===== src/rtl/pcitgt_pkg.sv =====
package pcitgt_pkg;
    typedef enum logic [1:0] {
        S_IDLE  = 2'd0,
        S_ISSUE = 2'd1,
        S_XFER  = 2'd2
    } xfer_st_e;
endpackage


===== src/rtl/pcitgt_win_gate.sv =====
// Claim and prefetch decision for one window.
module pcitgt_win_gate #(
    parameter bit PF_CAPABLE = 1'b1
) (
    input  logic global_en,
    input  logic space_en,
    input  logic own_en,
    input  logic pf_cfg,
    output logic usable,
    output logic pf_allowed
);
    assign usable     = global_en & space_en & own_en;
    assign pf_allowed = PF_CAPABLE & pf_cfg;
endmodule


===== src/rtl/pcitgt_lane_swap.sv =====
// Optional reversal of the bytes of one data word.
module pcitgt_lane_swap #(
    parameter int DW = 32
) (
    input  logic          en,
    input  logic [DW-1:0] din,
    output logic [DW-1:0] dout
);
    localparam int NB = DW / 8;
    logic [DW-1:0] rev;

    for (genvar b = 0; b < NB; b++) begin : g_byte
        assign rev[8*b +: 8] = din[8*(NB-1-b) +: 8];
    end

    assign dout = en ? rev : din;
endmodule


===== src/rtl/pcitgt_rdbuf.sv =====
// In-order return buffer, power-of-two depth.
module pcitgt_rdbuf #(
    parameter int W     = 32,
    parameter int DEPTH = 4
) (
    input  logic         clk,
    input  logic         rst_n,
    input  logic         push,
    input  logic [W-1:0] push_data,
    input  logic         pop,
    output logic         full,
    output logic         empty,
    output logic [W-1:0] head
);
    localparam int PW = $clog2(DEPTH);

    typedef struct packed {
        logic [PW:0] wp;
        logic [PW:0] rp;
    } ptr_t;

    ptr_t         p_d, p_q;
    logic [W-1:0] store_q [DEPTH];

    always_comb begin
        p_d = p_q;
        if (push) p_d.wp = p_q.wp + (PW+1)'(1);
        if (pop)  p_d.rp = p_q.rp + (PW+1)'(1);
    end

    always_ff @(posedge clk or negedge rst_n) begin
        if (!rst_n) p_q <= '0;
        else        p_q <= p_d;
    end

    always_ff @(posedge clk) begin
        if (push) store_q[p_q.wp[PW-1:0]] <= push_data;
    end

    assign empty = (p_q.wp == p_q.rp);
    assign full  = (p_q.wp[PW] != p_q.rp[PW]) && (p_q.wp[PW-1:0] == p_q.rp[PW-1:0]);
    assign head  = store_q[p_q.rp[PW-1:0]];
endmodule


===== src/rtl/pcitgt_window_ctl.sv =====
module pcitgt_window_ctl
    import pcitgt_pkg::*;
#(
    parameter int              NMEM      = 3,
    parameter int              AW        = 32,
    parameter int              DW        = 32,
    parameter int              BLW       = 3,
    parameter int              BUF_DEPTH = 4,
    parameter logic [NMEM-1:0] PF_RESET  = 3'b011,
    localparam int             NWIN      = NMEM + 1,
    localparam int             WIW       = $clog2(NWIN)
) (
    input  logic                clk,
    input  logic                rst_n,
    input  logic                tgt_access_en,
    input  logic                host_mode,
    input  logic                host_mem_space,
    input  logic                host_io_space,
    input  logic                cmd_mem_space,
    input  logic                cmd_io_space,
    input  logic [NWIN-1:0]     win_enable,
    input  logic [NWIN-1:0]     win_swap,
    input  logic [NMEM*BLW-1:0] burst_len_cfg,
    input  logic                pf_wr_en,
    input  logic [NMEM-1:0]     pf_wr_data,
    input  logic                req_valid,
    output logic                req_ready,
    input  logic [WIW-1:0]      req_win,
    input  logic [AW-1:0]       req_addr,
    input  logic                req_burst,
    output logic                tgt_claim,
    output logic                tgt_unclaimed,
    output logic                ib_req_valid,
    input  logic                ib_req_ready,
    output logic [AW-1:0]       ib_req_addr,
    output logic [BLW-1:0]      ib_req_len,
    input  logic                ib_rd_valid,
    output logic                ib_rd_ready,
    input  logic [DW-1:0]       ib_rd_data,
    output logic                pd_valid,
    input  logic                pd_ready,
    output logic [DW-1:0]       pd_data,
    output logic                pd_last,
    output logic                pd_disconnect
);
    localparam int CNTW = BLW + 1;

    typedef struct packed {
        xfer_st_e        st;
        logic [NMEM-1:0] pf;
        logic [AW-1:0]   addr;
        logic [BLW-1:0]  len;
        logic [CNTW-1:0] rx_left;
        logic [CNTW-1:0] tx_left;
        logic            swap;
        logic            disc;
        logic            claim;
        logic            unclaim;
    } ctl_t;

    ctl_t r_d, r_q;

    // Space enables, chosen by operating mode
    logic mem_space, io_space;
    assign mem_space = host_mode ? host_mem_space : cmd_mem_space;
    assign io_space  = host_mode ? host_io_space  : cmd_io_space;

    logic [NWIN-1:0] win_ok, win_pf;
    logic [BLW-1:0]  win_blen [NWIN];

    for (genvar w = 0; w < NWIN; w++) begin : g_win
        if (w < NMEM) begin : g_mem
            pcitgt_win_gate #(.PF_CAPABLE(1'b1)) i_gate (
                .global_en (tgt_access_en),
                .space_en  (mem_space),
                .own_en    (win_enable[w]),
                .pf_cfg    (r_q.pf[w]),
                .usable    (win_ok[w]),
                .pf_allowed(win_pf[w])
            );
            assign win_blen[w] = burst_len_cfg[w*BLW +: BLW];
        end else begin : g_io
            pcitgt_win_gate #(.PF_CAPABLE(1'b0)) i_gate (
                .global_en (tgt_access_en),
                .space_en  (io_space),
                .own_en    (win_enable[w]),
                .pf_cfg    (1'b0),
                .usable    (win_ok[w]),
                .pf_allowed(win_pf[w])
            );
            assign win_blen[w] = '0;
        end
    end

    // Return path
    logic          buf_full, buf_empty, rx_fire, tx_fire;
    logic [DW-1:0] swapped, buf_head;

    assign rx_fire = ib_rd_valid & ib_rd_ready;
    assign tx_fire = pd_valid & pd_ready;

    pcitgt_lane_swap #(.DW(DW)) i_swap (
        .en  (r_q.swap),
        .din (ib_rd_data),
        .dout(swapped)
    );

    pcitgt_rdbuf #(.W(DW), .DEPTH(BUF_DEPTH)) i_buf (
        .clk      (clk),
        .rst_n    (rst_n),
        .push     (rx_fire),
        .push_data(swapped),
        .pop      (tx_fire),
        .full     (buf_full),
        .empty    (buf_empty),
        .head     (buf_head)
    );

    logic [BLW-1:0] sel_len;

    always_comb begin
        r_d         = r_q;
        r_d.claim   = 1'b0;
        r_d.unclaim = 1'b0;
        sel_len     = '0;
        if (pf_wr_en) r_d.pf = pf_wr_data;

        unique case (r_q.st)
            S_IDLE: begin
                if (req_valid) begin
                    if (win_ok[req_win]) begin
                        sel_len     = win_pf[req_win] ? win_blen[req_win] : '0;
                        r_d.claim   = 1'b1;
                        r_d.st      = S_ISSUE;
                        r_d.addr    = req_addr;
                        r_d.len     = sel_len;
                        r_d.swap    = win_swap[req_win];
                        r_d.disc    = req_burst & ~win_pf[req_win];
                        r_d.rx_left = {1'b0, sel_len} + CNTW'(1);
                        r_d.tx_left = {1'b0, sel_len} + CNTW'(1);
                    end else begin
                        r_d.unclaim = 1'b1;
                    end
                end
            end
            S_ISSUE: begin
                if (ib_req_ready) r_d.st = S_XFER;
            end
            S_XFER: begin
                if (rx_fire) r_d.rx_left = r_q.rx_left - CNTW'(1);
                if (tx_fire) begin
                    r_d.tx_left = r_q.tx_left - CNTW'(1);
                    if (r_q.tx_left == CNTW'(1)) r_d.st = S_IDLE;
                end
            end
            default: r_d.st = S_IDLE;
        endcase
    end

    always_ff @(posedge clk or negedge rst_n) begin
        if (!rst_n) begin
            r_q    <= '0;
            r_q.pf <= PF_RESET;
        end else begin
            r_q <= r_d;
        end
    end

    assign req_ready     = (r_q.st == S_IDLE);
    assign tgt_claim     = r_q.claim;
    assign tgt_unclaimed = r_q.unclaim;
    assign ib_req_valid  = (r_q.st == S_ISSUE);
    assign ib_req_addr   = r_q.addr;
    assign ib_req_len    = r_q.len;
    assign ib_rd_ready   = (r_q.st == S_XFER) && (r_q.rx_left != '0) && !buf_full;
    assign pd_valid      = !buf_empty;
    assign pd_data       = buf_head;
    assign pd_last       = pd_valid && (r_q.tx_left == CNTW'(1));
    assign pd_disconnect = pd_last && r_q.disc;
endmodule


===== config.mk =====
export PLATFORM = sky130hd
export DESIGN_NAME = pcitgt_window_ctl
export DESIGN_NICKNAME = d
export VERILOG_FILES = /design/src/rtl/pcitgt_pkg.sv /design/src/rtl/pcitgt_win_gate.sv /design/src/rtl/pcitgt_lane_swap.sv /design/src/rtl/pcitgt_rdbuf.sv /design/src/rtl/pcitgt_window_ctl.sv
export SDC_FILE = /design/constraint.sdc
export NUM_CORES = 1
export LEC_CHECK = 0
export BUFFER_PORTS_ARGS = -buffer_cell sky130_fd_sc_hd__clkbuf_2
export CAP_MARGIN = 20
export CORE_AREA = 2 2 108 136
export DETAILED_ROUTE_END_ITERATION = 6
export DIE_AREA = 0 0 110 138
export PLACE_DENSITY = 0.87
export SLEW_MARGIN = 40
export SYNTH_ARGS = -nofsm -noshare
export SYNTH_HDL_FRONTEND = slang
export SYNTH_SLANG_ARGS = --single-unit

===== constraint.sdc =====
create_clock -name clk -period 3.55 [get_ports clk]
set_input_delay 0.8875 -clock clk [delete_from_list [all_inputs] [get_ports clk]]
set_output_delay 0.8875 -clock clk [all_outputs]
set_load 0.02 [all_outputs]

== Word-level counts from Yosys, hierarchy flattened ==
Memory sizes are Yosys's and may differ from the RTL's.
Index checks and enable logic that the tools add are counted.
Cells by class
  bitwise logic cells: 11
  add/sub/neg operators: 5
  multiplexer cells: 28
  reductions and logical operators: 14
  magnitude comparators: 2
  eq/ne operators: 12
Operator list (number)
  $mux W32: 1
  $pmux W8 S2: 1
  $mux W12: 1
  $mux W2: 6
  $mux W11: 1
  $and A1 B1 Y1: 9
  $mux W3: 3
  $mux W1: 8
  $mux W4: 2
  $ne A2 B1 Y1 const B: 4
  $reduce_and A4 Y1: 2
  $sub A4 B1 Y4 const B: 2
  $add A3 B1 Y3 const B: 2
  $bmux W1 S2: 3
  $bmux W3 S2: 1
  $pmux W2 S3: 1
  $logic_and A1 B1 Y1: 5
  $reduce_and A5 Y1: 1
  $add A3 B1 Y4 const B: 1
  $eq A4 B1 Y1 const B: 1
  $ne A2 B2 Y1 const B: 2
  $reduce_bool A4 Y1: 1
  $eq A3 B3 Y1: 1
  $ge A3 B3 Y1 const B: 1
  11 further kinds: 12
Storage, ports and cells
  bits of input ports: 100
  register bits after elaboration: 58
  logic and storage cells: 85
  output and inout port bits: 75
  memories: 1
  memory bits (writable): 128
Memory list
  i_buf.store_q: depth 4, bits a word 32, read ports 1, clocked after Yosys merged registers in 0, wr ports 1, RTL line pcitgt_rdbuf.sv:23  | logic [W-1:0] store_q [DEPTH];

== Longest topological paths before layout ==
  depth in word-level cells: 9
  mapped depth: 9

== Hierarchy ==
Synthesis repeated with hierarchy kept, for this count alone.
Unflattened totals
  cell total of the unflattened synthesis: 532
  area, all modules: 8305.5 um2
Modules (own cells, without submodules)
  pcitgt_rdbuf: area each 5013.6 um2, cells an instance 198, seq. area each 3993.8 um2, times used 1
  pcitgt_window_ctl: area each 2688.8 um2, cells an instance 289, seq. area each 1303.8 um2, times used 1
  pcitgt_lane_swap: area each 544.3 um2, cells an instance 36, seq. area each 0.0 um2, times used 1
  pcitgt_win_gate (g_win[0].g_mem.i_gate ...): area each 13.8 um2, cells an instance 2, seq. area each 0.0 um2, times used 3
  pcitgt_win_gate (g_win[3].g_io.i_gate): area each 17.5 um2, cells an instance 3, seq. area each 0.0 um2, times used 1

== Worst setup path after synthesis ==
OpenSTA, ideal clock, no wires.
  kind: register to register
  start: register r_q[8] in the netlist's numbering
  end: memory i_buf.store_q[3][0], enable pin
  cell stages (with the launch flop): 6
  slack: 0.916 ns
  path buffers: 0
  clock period less this slack: 2.634 ns
  data arrival time: 2.240 ns
  required time: 3.156 ns
  cells stage by stage: dfrtp_1 > inv_1 > ha_1 > nor3b_1 > a311oi_2 > and3_1
On the way
  longest elaborated chain between the ends: 6
Ends and longest elaborated chain
  start, declared: RTL line pcitgt_window_ctl.sv:61  | ctl_t r_d, r_q;
  start signal, assigned: RTL line pcitgt_window_ctl.sv:165  | r_q <= r_d;
  $reduce_bool A4 Y1: RTL line pcitgt_window_ctl.sv:175  | assign ib_rd_ready = (r_q.st == S_XFER) && (r_q.rx_left != '0) && !buf_full;
  $logic_and A1 B1 Y1 (2 in a row): RTL line pcitgt_window_ctl.sv:175
  net ib_rd_ready: RTL line pcitgt_window_ctl.sv:38  | output logic ib_rd_ready,
  $and A1 B1 Y1: RTL line pcitgt_window_ctl.sv:99  | assign rx_fire = ib_rd_valid & ib_rd_ready;
  $mux W1: RTL line pcitgt_rdbuf.sv:37  | if (push) store_q[p_q.wp[PW-1:0]] <= push_data;
  $mux W1 (implied by the code): RTL line pcitgt_rdbuf.sv:37
  end, declared: RTL line pcitgt_rdbuf.sv:23
The timed path passes the listed nets, and every way through them passes these cells.

== Final worst setup path ==
  start: register i_buf.p_q[1] in the netlist's numbering
  end: output ib_rd_ready
On the way
  longest elaborated chain between the ends: 4
Ends and longest elaborated chain
  start, declared: RTL line pcitgt_rdbuf.sv:22  | ptr_t p_d, p_q;
  start signal, assigned: RTL line pcitgt_rdbuf.sv:33  | else p_q <= p_d;
  $eq A2 B2 Y1: RTL line pcitgt_rdbuf.sv:41  | assign full = (p_q.wp[PW] != p_q.rp[PW]) && (p_q.wp[PW-1:0] == p_q.rp[PW-1:0]);
  $logic_and A1 B1 Y1: RTL line pcitgt_rdbuf.sv:41
  $logic_not A1 Y1: RTL line pcitgt_window_ctl.sv:175
  $logic_and A1 B1 Y1: RTL line pcitgt_window_ctl.sv:175
  end, declared: RTL line pcitgt_window_ctl.sv:38
No other way between the ends.

==> flow_metrics.tcl <==
set metrics [dict create \
    syn_area_um2 8070 \
    area_growth_pct 17.5 \
    die_area_um2 15200 \
    drt_iter0_markers 168 \
    synth-main-ff-cell "edfxtp_1" \
    place_area_um2 8860 \
    synth_common_cells "128 x edfxtp_1, 74 x mux2_2, 56 x dfrtp_1" \
    power_frac_comb_pct 35.3 \
    syn-instance-count 457 \
    core_um2 14000 \
    num_vias 4483 \
    grt_start_max_net_pins 40 \
    rows 49 \
    required_ps 2660 \
    syn_avg_cell_area_um2 17.7 \
    status "finished, final reports clean" \
    place.gp.congestion 0.799 \
    p_clk_share_pct 25.4 \
    syn_nets 566 \
    netlist.area_leader.share_pct 47.6 \
    path_clk_slew_ps 70 \
    synth_seq_cells 186 \
    synth-edff-count 128 \
    ios 175 \
    routed_via_density 5.65 \
    power_density_nw_per_um2 814 \
    cp.buffers_inverters 2 \
    setup_viol_count_final 0 \
    hold_violations 0 \
    arrival_ps 2090 \
    multiInputGateArea_um2 2330 \
    wl_per_cell_um 19.3 \
    ctsLongestPathBuffers 2 \
    path_class "flop to output port" \
    fmax_mhz 336 \
    p_seq_share_pct 39.3 \
    grt_pass1_vias 4805 \
    max_slew_margin_pct 52.7 \
    synth_top_area_cell "edfxtp_1" \
    critPathLaunchType "flop" \
    synth_warnings 0 \
    slowest_delay_ps 450 \
    grt_antenna_before_repair 0 \
    final_cells 794 \
    rsz0062_at_grt "false" \
    finalWirelength_mm 15.3 \
    die_height_um 138 \
    cts-root-buf "clkbuf_16" \
    ys_async_sr_fraction_pct 31.2 \
    cp_max_fo 35 \
    htreeDepth 4 \
    clkSinkCount 186 \
    cts_tree "yes" \
    slew_violations 0 \
    grt_first_pass_wirelength_mm 23.7 \
    crit_path_top_delay_cell "buf_4" \
    crit_family "buffers and inverters" \
    dieWidth_um 110 \
    dr.pass1.iters 4 \
    placed_cells_incl_taps 762 \
    finalSetupTns_ps 0 \
    synth.top_cells.by_area "edfxtp_1 48%, dfrtp_1 17%, mux2_2 10%" \
    design_area_um2 9480 \
    drv_cap 0 \
    peakVddDrop_mv 0.494 \
    drtAntennaViolNets 0 \
    p_sw_w 0.00265 \
    grtUsageTotal_pct 20.8 \
    cts_setup_buffers 0 \
    fin_crit_sh_pct 83.8 \
    leakagePower_nw 3.83 \
    place_hpwl_mm 10.3 \
    tightest_slew_ps 709 \
    cts_hold_buf 0 \
    seqCellArea_um2 5300 \
    final_nets 712 \
    antenna_cells 0 \
    post-route-min-period_ps 2980 \
    p_int_w 0.00507 \
    io_buffers 174 \
    drc_errors 0 \
    yosysMostFrequentCell "edfxtp_1" \
    clock_latency_ps 430 \
    ys_seq_area_share_pct 65.7 \
    whs_ps 500 \
    ys_types 42 \
    swShare_pct 34.3 \
    hold_class "input port to asynchronous set/reset pin" \
    grt.overflow.total 0 \
    cp_cell_sequence "buf_4, xnor2_1, a311oi_2, clkbuf_2" \
    cts_buffers 17 \
    fin_util_pct 67.5 \
    crit_path_end_kind "output port" \
    fin_worst_skew_ps 9.85 \
    fillers 894 \
    drive_gt1_share_pct 54.2 \
    post_cts_resize_count 0 \
    start_util_pct 57.5 \
]
worst reg2reg max path, cell delays in order (launching register included):
cell	delay, ps
dfrtp_1	370
buf_4	450
xnor2_1	180
a311oi_2	420
and3_1	280
buf_4	410
cell usage in the layout, fill, tap and decap left out, drive strengths merged, types with 2 or more instances in the layout:
cell,synthesis,layout
nand3,4,4
bufinv,0,2
buf,48,9
dfstp,2,2
edfxtp,128,128
and3,7,7
or3,3,3
inv,11,20
dfrtp,56,56
o32ai,2,2
o22ai,6,6
a2bb2oi,4,4
mux4,33,33
xor2,4,4
a21oi,4,4
mux2i,6,6
mux2,76,76
clkbuf,8,191
and2,3,3
o31a,2,2
ha,9,9
nand2,2,2
nor2b,5,5
xnor2,6,6
a21o,2,2
clkinvlp,0,3
o21ai,7,7
nor2,8,8
nand2b,2,2
metal layers:
layer	track usage [%]	wire [um]
met1	24.1	5850
met2	36.2	8210
met3	6.41	940
met4	6.73	326
met5	0	0
layout make-up:
cell class | count | share of cell area [%]
clock buffers | 17 | 4.49
repair buffers | 183 | 10.2
flip-flops and latches | 186 | 55.9
inverters | 11 | 0.435
multi-input cells | 204 | 24.6
well taps | 178 | 2.35
clock inverters | 15 | 2.08
cell families (layout without fill, tap and decap cells):
group / Yosys count / in the layout / synth area share [%]
simple gates: 37 / 37 / 2.61
buf+inv: 67 / 226 / 5.44
xor+xnor: 10 / 10 / 1.18
mux: 115 / 115 / 20.7
fa+ha+maj: 9 / 9 / 1.40
flops: 186 / 186 / 65.7
compound gates: 33 / 33 / 3.06
power groups by stage:
stage	registers, W	logic (W)	clock network, W
final	0.00303	0.00273	0.00196
after floorplan	0.00299	0.00225	0
after global routing	0.00308	0.00293	0.00209
after global placement	0.00305	0.00267	0
after detailed placement	0.00307	0.00275	0
after CTS	0.00304	0.00276	0.00200
through the flow:
step | total power [W] | setup slack, ps
finish | 0.00772 | 575
global route | 0.00810 | 464
CTS | 0.00780 | 534
detailed placement | 0.00582 | 746
global placement | 0.00572 | 847
floorplan | 0.00524 | 916
path summary, 6_finish.rpt:
path                                  from                   end  slack (ps)  cells after the start
hold reg to reg            ib_req_addr[30]       ib_req_addr[30]         510                      1
min in group clk           ib_req_addr[30]       ib_req_addr[30]         510                      1
hold / removal                       rst_n         ib_req_len[1]         500                      1
setup reg to reg              i_buf.p_q[1]  i_buf.store_q[2][24]        1060                      5
max in group asynchronous            rst_n       ib_req_addr[11]        2180                      2
setup / recovery              i_buf.p_q[1]           ib_rd_ready         570                      4
state kept, by name (all words and copies together), names as in the netlist:
register	cells
i_buf.store_q	128
ib_req_addr	32
r_q	15
i_buf.p_q	6
ib_req_len	3
tgt_claim	1
tgt_unclaimed	1
(Power assumes the default switching activity.)
